[src/rtl/wake_pkg.sv]
package wake_pkg;

  typedef enum logic [1:0] {
    SEL_ENABLE = 2'd0,
    SEL_RISE   = 2'd1,
    SEL_FALL   = 2'd2,
    SEL_STATUS = 2'd3
  } regSel_e;

  typedef struct packed {
    logic wrEnable;
    logic wrRise;
    logic wrFall;
    logic clrStatus;
    logic faultReload;
    logic softInit;
  } wakeStrobes_t;

endpackage

[src/rtl/wake_ctrl.sv]
module wake_ctrl
  import wake_pkg::*;
#(
  parameter int ADDR_W      = 4,
  parameter int SYNC_STAGES = 2
) (
  input  logic              clk,
  input  logic              rstN,
  input  logic              wdtRst,
  input  logic              gpioRst,
  input  logic              busWrEn,
  input  logic [ADDR_W-1:0] busAddr,
  input  logic              vddFaultN,
  input  logic              battFaultN,
  input  logic              faultImmune,
  output wakeStrobes_t      strobes,
  output regSel_e           rdSel
);

  localparam int SEL_LSB = 2;

  logic [SYNC_STAGES-1:0] vddSync;
  logic [SYNC_STAGES-1:0] battSync;
  logic                   faultLevel;
  logic                   faultPrev;
  logic                   faultStart;
  logic                   addrAligned;

  // Fault inputs are asynchronous; both chains idle at the inactive (high) level.
  always_ff @(posedge clk or negedge rstN) begin
    if (!rstN) begin
      vddSync   <= '1;
      battSync  <= '1;
      faultPrev <= 1'b0;
    end else begin
      vddSync   <= {vddSync[SYNC_STAGES-2:0], vddFaultN};
      battSync  <= {battSync[SYNC_STAGES-2:0], battFaultN};
      faultPrev <= faultLevel;
    end
  end

  assign faultLevel = ~(vddSync[SYNC_STAGES-1] & battSync[SYNC_STAGES-1]);
  assign faultStart = faultLevel & ~faultPrev;

  // Word-aligned decode; upper address bits must be zero for a hit.
  assign addrAligned = (busAddr[SEL_LSB-1:0] == '0) && ((busAddr >> (SEL_LSB + 2)) == '0);
  assign rdSel       = regSel_e'(busAddr[SEL_LSB+1:SEL_LSB]);

  always_comb begin
    strobes             = '0;
    strobes.softInit    = wdtRst | gpioRst;
    strobes.faultReload = faultStart & ~faultImmune;
    if (busWrEn && addrAligned) begin
      unique case (rdSel)
        SEL_ENABLE: strobes.wrEnable  = 1'b1;
        SEL_RISE:   strobes.wrRise    = 1'b1;
        SEL_FALL:   strobes.wrFall    = 1'b1;
        SEL_STATUS: strobes.clrStatus = 1'b1;
        default:    strobes           = strobes;
      endcase
    end
  end

  // a fault start produces a single reload pulse, never a level
  p_reload_single_r8: assert property (@(posedge clk) disable iff (!rstN)
    strobes.faultReload |=> !strobes.faultReload);

  // at most one register write strobe per cycle
  p_one_write_r2: assert property (@(posedge clk) disable iff (!rstN)
    $onehot0({strobes.wrEnable, strobes.wrRise, strobes.wrFall, strobes.clrStatus}));

endmodule

[src/rtl/wake_datapath.sv]
module wake_datapath
  import wake_pkg::*;
#(
  parameter int                NUM_PINS    = 16,
  parameter int                DATA_W      = 32,
  parameter int                SYNC_STAGES = 2,
  parameter int                IMMUNE_BIT  = 31,
  parameter logic [NUM_PINS-1:0] RISE_RST  = 16'h0003
) (
  input  logic                clk,
  input  logic                rstN,
  input  wakeStrobes_t        strobes,
  input  regSel_e             rdSel,
  input  logic [DATA_W-1:0]   busWrData,
  input  logic [NUM_PINS-1:0] gpioIn,
  input  logic                sleepIn,
  output logic [DATA_W-1:0]   busRdData,
  output logic                wakeReq,
  output logic [NUM_PINS-1:0] wakeCause,
  output logic                faultImmune
);

  localparam logic [DATA_W-1:0] PIN_MASK  = DATA_W'((64'd1 << NUM_PINS) - 64'd1);
  localparam logic [DATA_W-1:0] EN_MASK   = PIN_MASK | (DATA_W'(1) << IMMUNE_BIT);
  localparam logic [DATA_W-1:0] RISE_INIT = DATA_W'(RISE_RST);
  localparam int                REQ_BIT   = DATA_W - 1;

  logic [NUM_PINS-1:0] syncStage [SYNC_STAGES];
  logic [NUM_PINS-1:0] pinLevel;
  logic [NUM_PINS-1:0] pinPrev;
  logic [NUM_PINS-1:0] riseSeen;
  logic [NUM_PINS-1:0] fallSeen;
  logic [NUM_PINS-1:0] pinHit;
  logic [DATA_W-1:0]   enableReg;
  logic [DATA_W-1:0]   riseReg;
  logic [DATA_W-1:0]   fallReg;
  logic [NUM_PINS-1:0] causeReg;
  logic [NUM_PINS-1:0] clearMask;

  // Synchronizer chain plus one history stage for edge comparison.
  always_ff @(posedge clk or negedge rstN) begin
    if (!rstN) begin
      for (int s = 0; s < SYNC_STAGES; s++) syncStage[s] <= '0;
      pinPrev <= '0;
    end else begin
      syncStage[0] <= gpioIn;
      for (int s = 1; s < SYNC_STAGES; s++) syncStage[s] <= syncStage[s-1];
      pinPrev <= pinLevel;
    end
  end

  assign pinLevel = syncStage[SYNC_STAGES-1];

  genvar gi;
  generate
    for (gi = 0; gi < NUM_PINS; gi++) begin : g_pin
      assign riseSeen[gi] = pinLevel[gi] & ~pinPrev[gi];
      assign fallSeen[gi] = ~pinLevel[gi] & pinPrev[gi];
      assign pinHit[gi]   = sleepIn & enableReg[gi] &
                            ((riseSeen[gi] & riseReg[gi]) | (fallSeen[gi] & fallReg[gi]));
    end
  endgenerate

  assign clearMask = strobes.clrStatus ? busWrData[NUM_PINS-1:0] : '0;

  always_ff @(posedge clk or negedge rstN) begin
    if (!rstN) begin
      enableReg <= '0;
      riseReg   <= RISE_INIT;
      fallReg   <= '0;
      causeReg  <= '0;
    end else if (strobes.softInit) begin
      enableReg <= '0;
      riseReg   <= RISE_INIT;
      fallReg   <= '0;
      causeReg  <= '0;
    end else begin
      if (strobes.wrEnable) enableReg <= busWrData & EN_MASK;
      if (strobes.faultReload) riseReg <= RISE_INIT;
      else if (strobes.wrRise) riseReg <= busWrData & PIN_MASK;
      if (strobes.wrFall) fallReg <= busWrData & PIN_MASK;
      // New hits take precedence over a clear in the same cycle.
      causeReg <= (causeReg & ~clearMask) | pinHit;
    end
  end

  assign faultImmune = enableReg[IMMUNE_BIT];
  assign wakeCause   = causeReg;
  assign wakeReq     = |causeReg;

  always_comb begin
    busRdData = '0;
    unique case (rdSel)
      SEL_ENABLE: busRdData = enableReg;
      SEL_RISE:   busRdData = riseReg;
      SEL_FALL:   busRdData = fallReg;
      SEL_STATUS: begin
        busRdData[NUM_PINS-1:0] = causeReg;
        busRdData[REQ_BIT]      = wakeReq;
      end
      default:    busRdData = '0;
    endcase
  end

  // a soft reset pulse restores every register
  p_soft_init_r1: assert property (@(posedge clk) disable iff (!rstN)
    strobes.softInit |=> (riseReg == RISE_INIT && enableReg == '0 && fallReg == '0 && causeReg == '0));

  // reserved read-back bits stay zero
  p_reserved_zero_r2: assert property (@(posedge clk) disable iff (!rstN)
    busRdData[REQ_BIT-1:NUM_PINS] == '0);

  // no new cause bit appears while awake
  p_awake_quiet_r4: assert property (@(posedge clk) disable iff (!rstN)
    (!sleepIn && !strobes.softInit) |=> ((causeReg & ~$past(causeReg)) == '0));

  // cause bits only drop through a clear write or soft reset
  p_sticky_r6: assert property (@(posedge clk) disable iff (!rstN)
    (!strobes.clrStatus && !strobes.softInit) |=> (($past(causeReg) & ~causeReg) == '0));

  // a reload leaves the safe pattern even against a write
  p_fault_reload_r10: assert property (@(posedge clk) disable iff (!rstN)
    (strobes.faultReload && !strobes.softInit) |=> (riseReg == RISE_INIT));

  // with immunity set and no bus access, the rise enables hold
  p_immune_hold_r9: assert property (@(posedge clk) disable iff (!rstN)
    (faultImmune && !strobes.wrRise && !strobes.softInit) |=> $stable(riseReg));

  // hits survive a same-cycle clear
  p_set_wins_r11: assert property (@(posedge clk) disable iff (!rstN)
    (strobes.clrStatus && !strobes.softInit && pinHit != '0) |=> ((causeReg & $past(pinHit)) == $past(pinHit)));

endmodule

[src/rtl/gpio_wake_detect.sv]
module gpio_wake_detect
  import wake_pkg::*;
#(
  parameter int                  NUM_PINS    = 16,
  parameter int                  DATA_W      = 32,
  parameter int                  ADDR_W      = 4,
  parameter int                  SYNC_STAGES = 2,
  parameter int                  IMMUNE_BIT  = 31,
  parameter logic [NUM_PINS-1:0] RISE_RST    = 16'h0003
) (
  input  logic                clk,
  input  logic                rstN,
  input  logic                wdtRst,
  input  logic                gpioRst,
  input  logic                busWrEn,
  input  logic [ADDR_W-1:0]   busAddr,
  input  logic [DATA_W-1:0]   busWrData,
  output logic [DATA_W-1:0]   busRdData,
  input  logic [NUM_PINS-1:0] gpioIn,
  input  logic                sleepIn,
  input  logic                vddFaultN,
  input  logic                battFaultN,
  output logic                wakeReq,
  output logic [NUM_PINS-1:0] wakeCause
);

  wakeStrobes_t strobes;
  regSel_e      rdSel;
  logic         faultImmune;

  wake_ctrl #(
    .ADDR_W      (ADDR_W),
    .SYNC_STAGES (SYNC_STAGES)
  ) u_ctrl (
    .clk         (clk),
    .rstN        (rstN),
    .wdtRst      (wdtRst),
    .gpioRst     (gpioRst),
    .busWrEn     (busWrEn),
    .busAddr     (busAddr),
    .vddFaultN   (vddFaultN),
    .battFaultN  (battFaultN),
    .faultImmune (faultImmune),
    .strobes     (strobes),
    .rdSel       (rdSel)
  );

  wake_datapath #(
    .NUM_PINS    (NUM_PINS),
    .DATA_W      (DATA_W),
    .SYNC_STAGES (SYNC_STAGES),
    .IMMUNE_BIT  (IMMUNE_BIT),
    .RISE_RST    (RISE_RST)
  ) u_dp (
    .clk         (clk),
    .rstN        (rstN),
    .strobes     (strobes),
    .rdSel       (rdSel),
    .busWrData   (busWrData),
    .gpioIn      (gpioIn),
    .sleepIn     (sleepIn),
    .busRdData   (busRdData),
    .wakeReq     (wakeReq),
    .wakeCause   (wakeCause),
    .faultImmune (faultImmune)
  );

endmodule

[config.mk]
export PLATFORM = sky130hd
export DESIGN_NAME = gpio_wake_detect
export DESIGN_NICKNAME = d
export VERILOG_FILES = /design/src/rtl/wake_pkg.sv /design/src/rtl/wake_ctrl.sv /design/src/rtl/wake_datapath.sv /design/src/rtl/gpio_wake_detect.sv
export SDC_FILE = /design/constraint.sdc
export NUM_CORES = 1
export LEC_CHECK = 0
export BUFFER_PORTS_ARGS = -buffer_cell sky130_fd_sc_hd__buf_2
export CORE_ASPECT_RATIO = 0.9
export CORE_MARGIN = 2
export CORE_UTILIZATION = 45
export DETAILED_ROUTE_END_ITERATION = 7
export PLACE_DENSITY_LB_ADDON = 0.25
export SLEW_MARGIN = 25
export SYNTH_ARGS = -nofsm -noshare
export SYNTH_HDL_FRONTEND = slang
export SYNTH_HIERARCHICAL = 1
export SYNTH_SLANG_ARGS = --single-unit
[constraint.sdc]
create_clock -name clk -period 3.9 [get_ports clk]
set_clock_uncertainty 0.1 [all_clocks]
set_input_delay 0.78 -clock clk [delete_from_list [all_inputs] [get_ports clk]]
set_output_delay 0.78 -clock clk [all_outputs]
set_load 0.02 [all_outputs]
# Yosys cells after proc, flatten, opt, wreduce, memory -nomap -nowiden
# Cells that the tools add are included.
# Widths: inputs -> output; s select.
dict set report classes {
  eq_ne 3
  mux 17
  bitwise_logic 154
  n_reduce_logical 7
}
# op count
set ops {}
lappend ops {{$mux 32} 7}
lappend ops {{$and 1x1->1} 99}
lappend ops {{$pmux 16 s4} 1}
lappend ops {{$pmux 15 s3} 1}
lappend ops {{$not 1->1} 35}
lappend ops {{$mux 16} 2}
lappend ops {{$or 1x1->1} 17}
lappend ops {{$and 16x16->16} 1}
lappend ops {{$not 16->16} 1}
lappend ops {{$or 16x16->16} 1}
lappend ops {{$reduce_or 16->1} 1}
lappend ops {{$mux 6} 1}
lappend ops {{$eq 2x2->1 const B} 2}
lappend ops {{$logic_not 2->1} 2}
lappend ops {{$mux 1} 4}
lappend ops {{$pmux 1 s4} 1}
lappend ops {{$reduce_bool 2->1} 2}
lappend ops {{$reduce_bool 3->1} 1}
lappend ops {{$eq 2x1->1 const B} 1}
lappend ops {{$logic_and 1x1->1} 1}
dict set report word_totals {
  register_bits 165
  inputBits 60
  output_inout_bits 49
  wordCells 191
}

# Longest topological paths before layout
# Gate-level depths: netlist of run 1.
dict set report depth {
  depth_word 10
  depth_mapped 7
  mapped_depth_nobuf 5
}

# Hierarchy
# The synthesis of run 1 kept the hierarchy.
# module instances cells_each area_each_um2 seq_area_each_um2
set modules_own_cells {}
lappend modules_own_cells {wake_datapath 1 368 4793.3 2830.2}
lappend modules_own_cells {wake_ctrl 1 17 201.4 130.1}

# Least setup slack after synthesis of run 1
# OpenSTA, ideal clock, no wires.
dict set report synth_timing {
  path_kind {input -> output}
  from {input busAddr[2]}
  to {output busRdData[10]}
  arrival_ps 1702
  t_required_ps 3020
  slack_ps 1318
  path_stages 4
  n_path_buf 3
  path_cell_list {buf_4 > buf_6 > buf_12 > mux4_2}
}
dict set report synth_via {
  elab_chain_cells 2
  elab_cells_between_ends 5
  classes_between {3 x eq/ne; 1 x mux; 1 x reduce/logical}
}
# element line_no
set synth_lines {}
lappend synth_lines {{start, declared} gpio_wake_detect.sv:16} ;# input logic [ADDR_W-1:0] busAddr,
lappend synth_lines {{$eq 2x2->1, or another cell as far along} wake_datapath.sv:93} ;# unique case (rdSel)
lappend synth_lines {{$pmux 16 s4 *} wake_datapath.sv:93}
lappend synth_lines {{end, declared} gpio_wake_detect.sv:18} ;# output logic [DATA_W-1:0] busRdData,
# Every way passes the cells marked *; elsewhere a longest branch is shown, timed or not.

# Final worst setup path of run 1
dict set report layout_timing {
  from {input busAddr[2]}
  to {output busRdData[5]}
}
# Same word-level chain as after synthesis.

==> impl_metrics.tcl, run 1 <==
set metrics [dict create \
    utilization 0.560 \
    ys_ff_latch 118 \
    crit_chain "buf_2, mux4_1, buf_2" \
    synth_area_sq_mm 0.00499 \
    finalSetupTns_ns 0 \
    clock_path_buffers 2 \
    status "finished, final reports clean" \
    antenna_found_initial 0 \
    dr.pass1.iters 4 \
    finalPower_mw 3.04 \
    ys_seq_area_frac 0.593 \
    dp.final_hpwl_microns 6830 \
    setup_viol 0 \
    antenna_cells 0 \
    htreeDepth 4 \
    drive_gt1_frac 0.281 \
    cp_top_family "buffers and inverters" \
    cts-root-buf "clkbuf_16" \
    num_vias 3226 \
    preCtsSetupSlack_ns 0.823 \
    gr-usage-met1 0.271 \
    ctsResizeCount 0 \
    timing.max_cap.violations 0 \
    maxSlewHeadroom 0.495 \
    crit_buf_inv 2 \
    yosys_warnings 6 \
    grt_pass1_vias 3273 \
    hold_path_end "u_dp/pinLevel[12]" \
    power_frac_comb 0.044 \
    worstPathRequired_ns 3.02 \
    synth.distinct_cells 28 \
    detail-route-antenna-nets 0 \
    drc 0 \
    layout_setup_ws_ns 0.846 \
    grt_pass1_wl_microns 17700 \
    cts_setup_buffers 0 \
    drt-total-wl_microns 11100 \
    initial_core_util 0.462 \
    fin_nets 524 \
    drt-initial-drc-count 153 \
    tightest_slew_ns 0.757 \
    clkSlewWorstSetupHoldPaths_ns 0.05 \
    seq_area_sq_mm 0.00296 \
    min_period_ns 3.05 \
    hold_path.class "reg2reg" \
    internal_power_mw 2.38 \
    min_delay_path_depth 0 \
    via_per_inst 5.29 \
    cpMaxStageDelayCell "mux4_1" \
    gr-total-overflow 0 \
    switching_power_uw 656 \
    crit_path_end_kind "output port" \
    ff2ff_setup_slack_ns 2.25 \
    port_buffers 78 \
    crit_path_start_kind "input pin" \
    stdcell_area_sq_mm 0.00605 \
    std_cell_rows 36 \
    fillCellCount 902 \
    power.share.sequential 0.419 \
    die_height_microns 104 \
    r2r-end "u_dp/riseReg[0]" \
    synthCells 385 \
    grtUsageTotal 0.197 \
    grt_busiest_layer "met2" \
    syn_area_per_cell_sq_um 13.0 \
    grt_max_degree 61 \
    area.growth.synth_to_final_pct 21.1 \
    rsz0062_at_grt "false" \
    avgRoutedWirePerCell_microns 18.2 \
    io_pins 109 \
    grt_use_met2 0.292 \
    placed_area_sq_mm 0.00543 \
    worstPathMaxFanout 20 \
    path_common_cell "buf_2" \
    fmax_mhz 327 \
    multiInputGateArea_sq_mm 0.00185 \
    gp_congestion 0.808 \
    cts_tree "built" \
    cts_made_buffers 17 \
    critical_path_arrival_ns 2.17 \
    clkPwrFrac 0.537 \
    ir_worst_vdd_uv 307 \
    critPathMaxStageDelay_ns 0.68 \
    r2r_start "u_ctrl/vddSync[1]" \
    worstHoldStart "u_dp/syncStage[28]" \
    use_met3 0.0612 \
    hold_violations 0 \
    crit_type "in2out" \
    post-route-period-util 0.783 \
    core-area_sq_mm 0.0108 \
    clock-sinks 118 \
    p_sw_frac 0.216 \
    p_per_area_mw_per_mm2 502 \
    p_leak_nw 2.82 \
    insertion_delay_ns 0.41 \
    r2r_cells 3 \
    die-area_sq_mm 0.0120 \
    fp.dieW_microns 115 \
    maxSlewViolCount 0 \
    cts_hold_buf 0 \
]
==> metal layers <==
layer	up-vias	wire length (microns)
li1	1496	-
met1	1615	4930
met2	101	5330
met3	14	668
met4	0	166
met5	-	0
==> cell type report <==
cell class              count  area share
clock buffers              19      0.0732
clock inverters            13      0.0298
multi-input cells         243       0.306
flip-flops and latches    118       0.489
well taps                 133      0.0275
repair buffers             84      0.0745
==> cell usage in the layout (no fill, tap or decap), types with 2 or more instances in the layout <==
cell,n
clkinv_4,2
o211ai_1,16
nor2_1,48
clkinvlp_4,3
conb_1,15
nor4_1,4
mux4_1,8
nor2b_1,2
buf_2,77
clkinv_2,4
mux2i_1,47
and3b_1,32
nor4_2,2
bufinv_16,4
a211o_1,2
a21oi_1,16
clkbuf_16,17
buf_4,6
dfstp_2,6
mux4_2,8
dfrtp_1,112
nand2_1,34
==> per-stage QoR <==
stage | hold slack [ns] | std cells
after floorplan | 0.231 | 399
after global placement | 0.232 | 578
after detailed placement | 0.235 | 578
after CTS | 0.247 | 610
after global routing | 0.251 | 610
final | 0.246 | 610
==> sequential cells by signal (all words and copies together) (netlist names) <==
register / flops
u_ctrl/battSync: 2
u_ctrl/faultPrev: 1
u_ctrl/vddSync: 2
u_dp/enableReg: 17
u_dp/fallReg: 16
u_dp/pinLevel: 16
u_dp/pinPrev: 16
u_dp/riseReg: 16
u_dp/syncStage: 16
u_dp/wakeCause: 16
==> cell families (layout without fill, tap and decap cells) <==
| logic type | count (synthesis) | in the layout | synth area share |
|---|---|---|---|
| simple gates | 129 | 129 | 0.137 |
| flops | 118 | 118 | 0.593 |
| mux | 63 | 63 | 0.172 |
| buf+inv | 38 | 116 | 0.0506 |
| compound gates | 36 | 36 | 0.0468 |
| other cells | 1 | 15 | 0.000751 |
==> how the worst max path moves through the flow <==
stage	slack (ns)	to	start	depth (start not counted)
2_1_floorplan	1.32	busRdData[10]	busAddr[2]	4
3_3_place_gp	0.83	busRdData[6]	busAddr[2]	3
3_5_place_dp	0.82	busRdData[5]	busAddr[2]	3
4_1_cts	0.83	busRdData[5]	busAddr[2]	3
5_1_grt	0.79	busRdData[6]	busAddr[2]	3
6_report	0.85	busRdData[5]	busAddr[2]	3
==> Yosys cell counts (all sizes together) <==
master  number  area [sq um]
a21oi       16          80.1
nor4         6          37.5
a211oi       1          7.51
or2          2          12.5
buf         32           230
dfstp        6           158
a211o        2          17.5
conb         1          3.75
nor2        49           184
nand4        1          6.26
mux2i       47           470
o211ai      16           120
nor3b        1          7.51
dfrtp      112          2800
or3b         1          8.76
nand2       34           128
clkbuf       6          22.5
and3b       32           280
nand2b       1          6.26
nor2b        2          12.5
mux4        16           390
a31o         1          8.76
==> power by group through the flow <==
stage          clock [mW]  sequential, mW  combinational (mW)
6_report             1.63            1.27               0.132
2_1_floorplan           0            1.29              0.0788
3_3_place_gp            0            1.29               0.134
5_1_grt              1.71            1.27               0.146
4_1_cts              1.65            1.27               0.136
3_5_place_dp            0            1.29               0.136
Note: power is estimated with default switching activity, not from simulation.
==> run 2: changes to the inputs <==
ABC_AREA = 1   (was not set)
clock period = 3 ns   (was 3.9 ns; I/O delays follow)
==> run 2 against run 1 <==
Sequential power is 31% higher. Clock-buffer cell count is 2 lower. Critical path depth is 3 higher. Critical path type unchanged. Highest routed layer unchanged.
==> impl_metrics.tcl, run 2 <==
set metrics [dict create \
    status "finished, final reports clean" \
    synth.distinct_cells 22 \
    ys_seq_area_frac 0.598 \
    worstPathMaxFanout 16 \
    layout_common_cells "nand2_1, dfrtp_1, buf_2" \
    maxSlewViolCount 0 \
    dp.final_hpwl_microns 7970 \
    die_height_microns 103 \
    cp_top_family "simple AND/OR/NAND/NOR gates" \
    maxSlewHeadroom 0.586 \
    dr.pass1.iters 6 \
    via_per_inst 5.22 \
    drt-initial-drc-count 362 \
    hold_path.class "in2async" \
    antenna_found_initial 0 \
    power.share.sequential 0.416 \
    yosys_warnings 6 \
    core-area_sq_mm 0.0108 \
    cts_tree "built" \
    clock_path_buffers 2 \
    p_leak_nw 2.88 \
    initial_core_util 0.460 \
    gr-total-overflow 0 \
    hold_violations 0 \
    clkSlewWorstSetupHoldPaths_ns 0.05 \
    rsz0062_at_grt "false" \
    fin_nets 704 \
    cts-root-buf "clkbuf_16" \
    layout_commonest_cell "nand2_1" \
    crit_chain "buf_2, inv_2, nor2_4, nand2_1, nand4_1, buf_2" \
    cts_made_buffers 17 \
    crit_path_end_kind "output port" \
    avgRoutedWirePerCell_microns 16.0 \
    tightest_slew_ns 0.622 \
    insertion_delay_ns 0.41 \
    grt_max_degree 90 \
    crit_buf_inv 3 \
    ys_ff_latch 118 \
    path_common_cell "buf_2" \
    internal_power_mw 3.08 \
    min_period_ns 2.42 \
    synthTopCellsByArea "dfrtp_1, nand2_1, o21ai_0" \
    top_register "u_dp/enableReg" \
    worstPathRequired_ns 2.30 \
    syn_area_per_cell_sq_um 8.88 \
    io_pins 109 \
    htreeDepth 4 \
    synth_area_sq_mm 0.00495 \
    ir_worst_vdd_uv 460 \
    grt_pass1_wl_microns 19900 \
    synth_common_cells "nand2_1, dfrtp_1, o21ai_0, inv_1, a21oi_1" \
    largest_reg_flops 17 \
    gp_congestion 0.804 \
    timing.max_cap.violations 0 \
    utilization 0.561 \
    synth-edff-count 0 \
    cpMaxStageDelayCell "nor2_4" \
    synthArstFlopShare 1.00 \
    critPathMaxStageDelay_ns 0.44 \
    synth_top_area_cell "dfrtp_1" \
    clkPwrFrac 0.536 \
    synth-main-ff-cell "dfrtp_1" \
    post-route-period-util 0.806 \
    cts_hold_buf 0 \
    std_cell_rows 36 \
    synthCells 557 \
    ctsResizeCount 0 \
    num_vias 4122 \
    clock-sinks 118 \
    die-area_sq_mm 0.0118 \
    p_per_area_mw_per_mm2 660 \
    cts_setup_buffers 0 \
    antenna_cells 0 \
    switching_power_uw 909 \
    power_frac_comb 0.049 \
    drc 0 \
    dp.cells 758 \
    setup_viol 0 \
    drive_gt1_frac 0.205 \
    p_sw_frac 0.228 \
    fp.dieW_microns 115 \
    grtUsageTotal 0.227 \
    critical_path_arrival_ns 1.72 \
    crit_path_start_kind "input pin" \
    grt_pass1_vias 4010 \
    detail-route-antenna-nets 0 \
    drt-total-wl_microns 12600 \
    fmax_mhz 414 \
    synth.most_common_cell "nand2_1" \
    fin_cells 790 \
    crit_type "in2out" \
    finalSetupTns_ns 0 \
    area.growth.synth_to_final_pct 22.0 \
    synth_top_area_frac 0.567 \
    port_buffers 78 \
]
==> run 2: cell count changes after synthesis, sizes merged, moves of 30 or more <==
cell / delta
a21oi: +30
inv: +52
mux2i: -47
and3b: -32
nand2: +158
o21ai: +72
==> run 2: cell families after synthesis <==
family | count (synthesis) | synth area share
AND/OR/NAND/NOR | 232 | 0.191
flip-flops | 118 | 0.598
buffers and inverters | 86 | 0.0870
AO/OA/AOI/OAI | 120 | 0.122
other | 1 | 0.000758
==> run 2: worst paths after layout <==
check / startpoint / end / slack (ns) / depth (start not counted)
min in group clk: battFaultN / u_ctrl/battSync[0] / 0.19 / 1
max: busAddr[2] / busRdData[8] / 0.58 / 6
max in group asynchronous: rstN / u_dp/riseReg[0] / 2.00 / 2
max reg2reg: u_ctrl/battSync[1] / u_dp/riseReg[8] / 1.37 / 6
min reg2reg: u_dp/syncStage[18] / u_dp/pinLevel[2] / 0.24 / 0
min: rstN / u_dp/syncStage[18] / 0.007 / 1
==> run 2: power groups by stage <==
stage,Combinational (mW),Clock [mW],Sequential (mW)
detailed placement,0.194,0,1.68
finish,0.194,2.14,1.66
global route,0.215,2.25,1.66
CTS,0.195,2.17,1.66
global placement,0.191,0,1.68
floorplan,0.110,0,1.68
==> run 2: cell type report <==
type / count / area (sq um)
Clock buffer: 17 / 425
Clock inverter: 15 / 201
Fill cell: 943 / 4730
Inverter: 53 / 199
Multi-Input combinational cell: 367 / 1610
Sequential cell: 118 / 2960
Tap cell: 133 / 166
Timing Repair Buffer: 87 / 473
==> run 2: stage by stage <==
stage                     total power, mW  setup WS [ns]  hold WS (ns)  area [sq um]
after floorplan                      1.79          0.875         0.204          5000
after global placement               1.87          0.617         0.232          5410
after detailed placement             1.88          0.606         0.236          5410
after CTS                            4.02          0.602        0.0103          6030
after global routing                 4.13          0.509        0.0201          6030
final                                3.99          0.583       0.00748          6030
==> run 2: metal layers <==
layer  GRT usage  wire, microns
met1       0.285           5200
met5           0              0
met4       0.108            302
met2       0.364           6100
met3      0.0693           1030
==> run 3: changes to the inputs <==
ABC_AREA = 0   (was 1)
clock period = 1.97 ns   (was 3 ns; I/O delays follow)
==> run 3 against run 2 <==
The flow now finishes with violations (setup timing). Via count fell by 15%. Core utilization rose by 5.9 points. Non-clock buffer count rose by 53. Flip-flop and latch count did not move. Die area rose by 0.93%. First-iteration DRC count fell by 12%. Cell area rose by 11%. Sequential power rose by 52%. Critical path depth fell by 1. Sequential share of layout area fell by 4.9 points. Final cell count fell by 16%. Hold slack improved by 0.14 ns. Critical path type is now reg2out. Critical endpoint is now busRdData[31]. Largest power group unchanged.
==> impl_metrics.tcl, run 3 (synthesis gave the netlist of run 1 again) <==
set metrics [dict create \
    use_met3 0.0845 \
    core-area_sq_mm 0.0108 \
    clock_path_buffers 2 \
    avgRoutedWirePerCell_microns 17.6 \
    grt_use_met2 0.323 \
    cts_tree "built" \
    worstPathMaxFanout 2 \
    initial_core_util 0.462 \
    grt_pass1_wl_microns 19000 \
    status "finished, violations left" \
    insertion_delay_ns 0.41 \
    gr-usage-met1 0.278 \
    cp_top_family "simple AND/OR/NAND/NOR gates" \
    p_sw_frac 0.218 \
    crit_buf_inv 2 \
    p_leak_nw 3.09 \
    area.growth.synth_to_final_pct 34.2 \
    min_period_ns 2.25 \
    post-route-period-util 1.14 \
    port_buffers 78 \
    fin_nets 580 \
    timing.max_cap.violations 0 \
    top_register "u_dp/enableReg" \
    drive_gt1_frac 0.338 \
    fp.dieW_microns 115 \
    clkSlewWorstSetupHoldPaths_ns 0.05 \
    grt_pass1_vias 3587 \
    rsz0062_at_grt "true" \
    dp.cells 603 \
    violations "setup timing" \
    drt-total-wl_microns 11700 \
    hold_violations 0 \
    io_pins 109 \
    cts_made_buffers 17 \
    layout_setup_ws_ns -0.279 \
    fmax_mhz 445 \
    cpMaxStageDelayCell "dfrtp_1" \
    detail-route-antenna-nets 0 \
    via_per_inst 5.24 \
    tightest_slew_ns 0.536 \
    placed_area_sq_mm 0.00566 \
    die_height_microns 104 \
    maxSlewHeadroom 0.642 \
    switching_power_mw 1.32 \
    gp_congestion 0.794 \
    fin_cells 666 \
    num_vias 3490 \
    critPathMaxStageDelay_ns 0.40 \
    crit_chain "nor4_2, buf_4, nand4_1, a31o_2, buf_6" \
    crit_path_start_kind "flop" \
    power_frac_comb 0.053 \
    drt-initial-drc-count 317 \
    clock-sinks 118 \
    hold_path.class "in2reg" \
    internal_power_mw 4.71 \
    die-area_sq_mm 0.0120 \
    critical_path_arrival_ns 1.76 \
    p_per_area_mw_per_mm2 899 \
    power.share.sequential 0.418 \
    crit_type "reg2out" \
    stdcell_area_sq_mm 0.00670 \
    largest_reg_flops 17 \
    grt_busiest_layer "met2" \
    drc 0 \
    preCtsSetupSlack_ns -0.0134 \
    gr-total-overflow 0 \
    dr.pass1.iters 5 \
    worstPathRequired_ns 1.48 \
    clkPwrFrac 0.529 \
    layout_common_cells "dfrtp_1, buf_2, nor2_1" \
    grtUsageTotal 0.214 \
    maxSlewViolCount 0 \
    layout_commonest_cell "dfrtp_1" \
    antenna_found_initial 0 \
    cts-root-buf "clkbuf_16" \
    setup_viol 17 \
    std_cell_rows 36 \
    crit_path_end_kind "output port" \
    grt_max_degree 50 \
    htreeDepth 4 \
    ir_worst_vdd_uv 604 \
    dp.final_hpwl_microns 7560 \
    antenna_cells 0 \
]
run 3: worst paths after layout:
check	depth (start not counted)	slack, ns	to	from
hold reg to reg	0	0.24	u_dp/pinLevel[5]	u_dp/syncStage[21]
max in group asynchronous	3	0.76	u_dp/riseReg[0]	rstN
hold / removal	2	0.15	u_dp/riseReg[1]	busWrData[1]
setup reg to reg	4	0.51	u_dp/riseReg[12]	u_dp/enableReg[31]
min in group asynchronous	2	0.37	u_dp/pinPrev[4]	rstN
setup / recovery	5	-0.28	busRdData[31]	u_dp/wakeCause[9]
run 3: cell type report:
class                   instances  area, sq um
fillers                       852         4110
flip-flops and latches        118         2960
multi-input cells             243         1850
repair buffers                140         1110
clock buffers                  21          470
well taps                     133          166
clock inverters                11          149
run 3: routing by layer:
metal | vias to the layer above | wire, microns
li1 | 1600 | -
met1 | 1742 | 4870
met2 | 132 | 5760
met3 | 16 | 900
met4 | 0 | 212
met5 | - | 0
run 3: timing repair:
item,in CTS,in global routing
setup endpoints to repair,18,18
hold buffers,19,0
pin swaps,2,1
buffers inserted,8,10
endpoints found under the hold margin,44,0
gates cloned,0,0
resized for setup,51,6
run 3: power by group through the flow:
| stage | clock [mW] | combinational, mW | sequential [mW] |
|---|---|---|---|
| floorplan | 0 | 0.156 | 2.55 |
| global placement | 0 | 0.290 | 2.55 |
| detailed placement | 0 | 0.294 | 2.56 |
| CTS | 3.23 | 0.327 | 2.52 |
| global route | 3.37 | 0.354 | 2.52 |
| finish | 3.18 | 0.322 | 2.52 |
run 3: per-stage QoR:
step / utilization / hold WS, ns / power [mW] / setup TNS (ns)
6_report: 0.620 / 0.149 / 6.02 / -1.89
5_1_grt: 0.620 / 0.145 / 6.25 / -2.76
4_1_cts: 0.616 / 0.113 / 6.08 / -2.03
3_5_place_dp: 0.524 / 0.235 / 2.85 / -0.0134
3_3_place_gp: 0.524 / 0.232 / 2.85 / -0.0128
2_1_floorplan: - / -0.00159 / 2.70 / 0
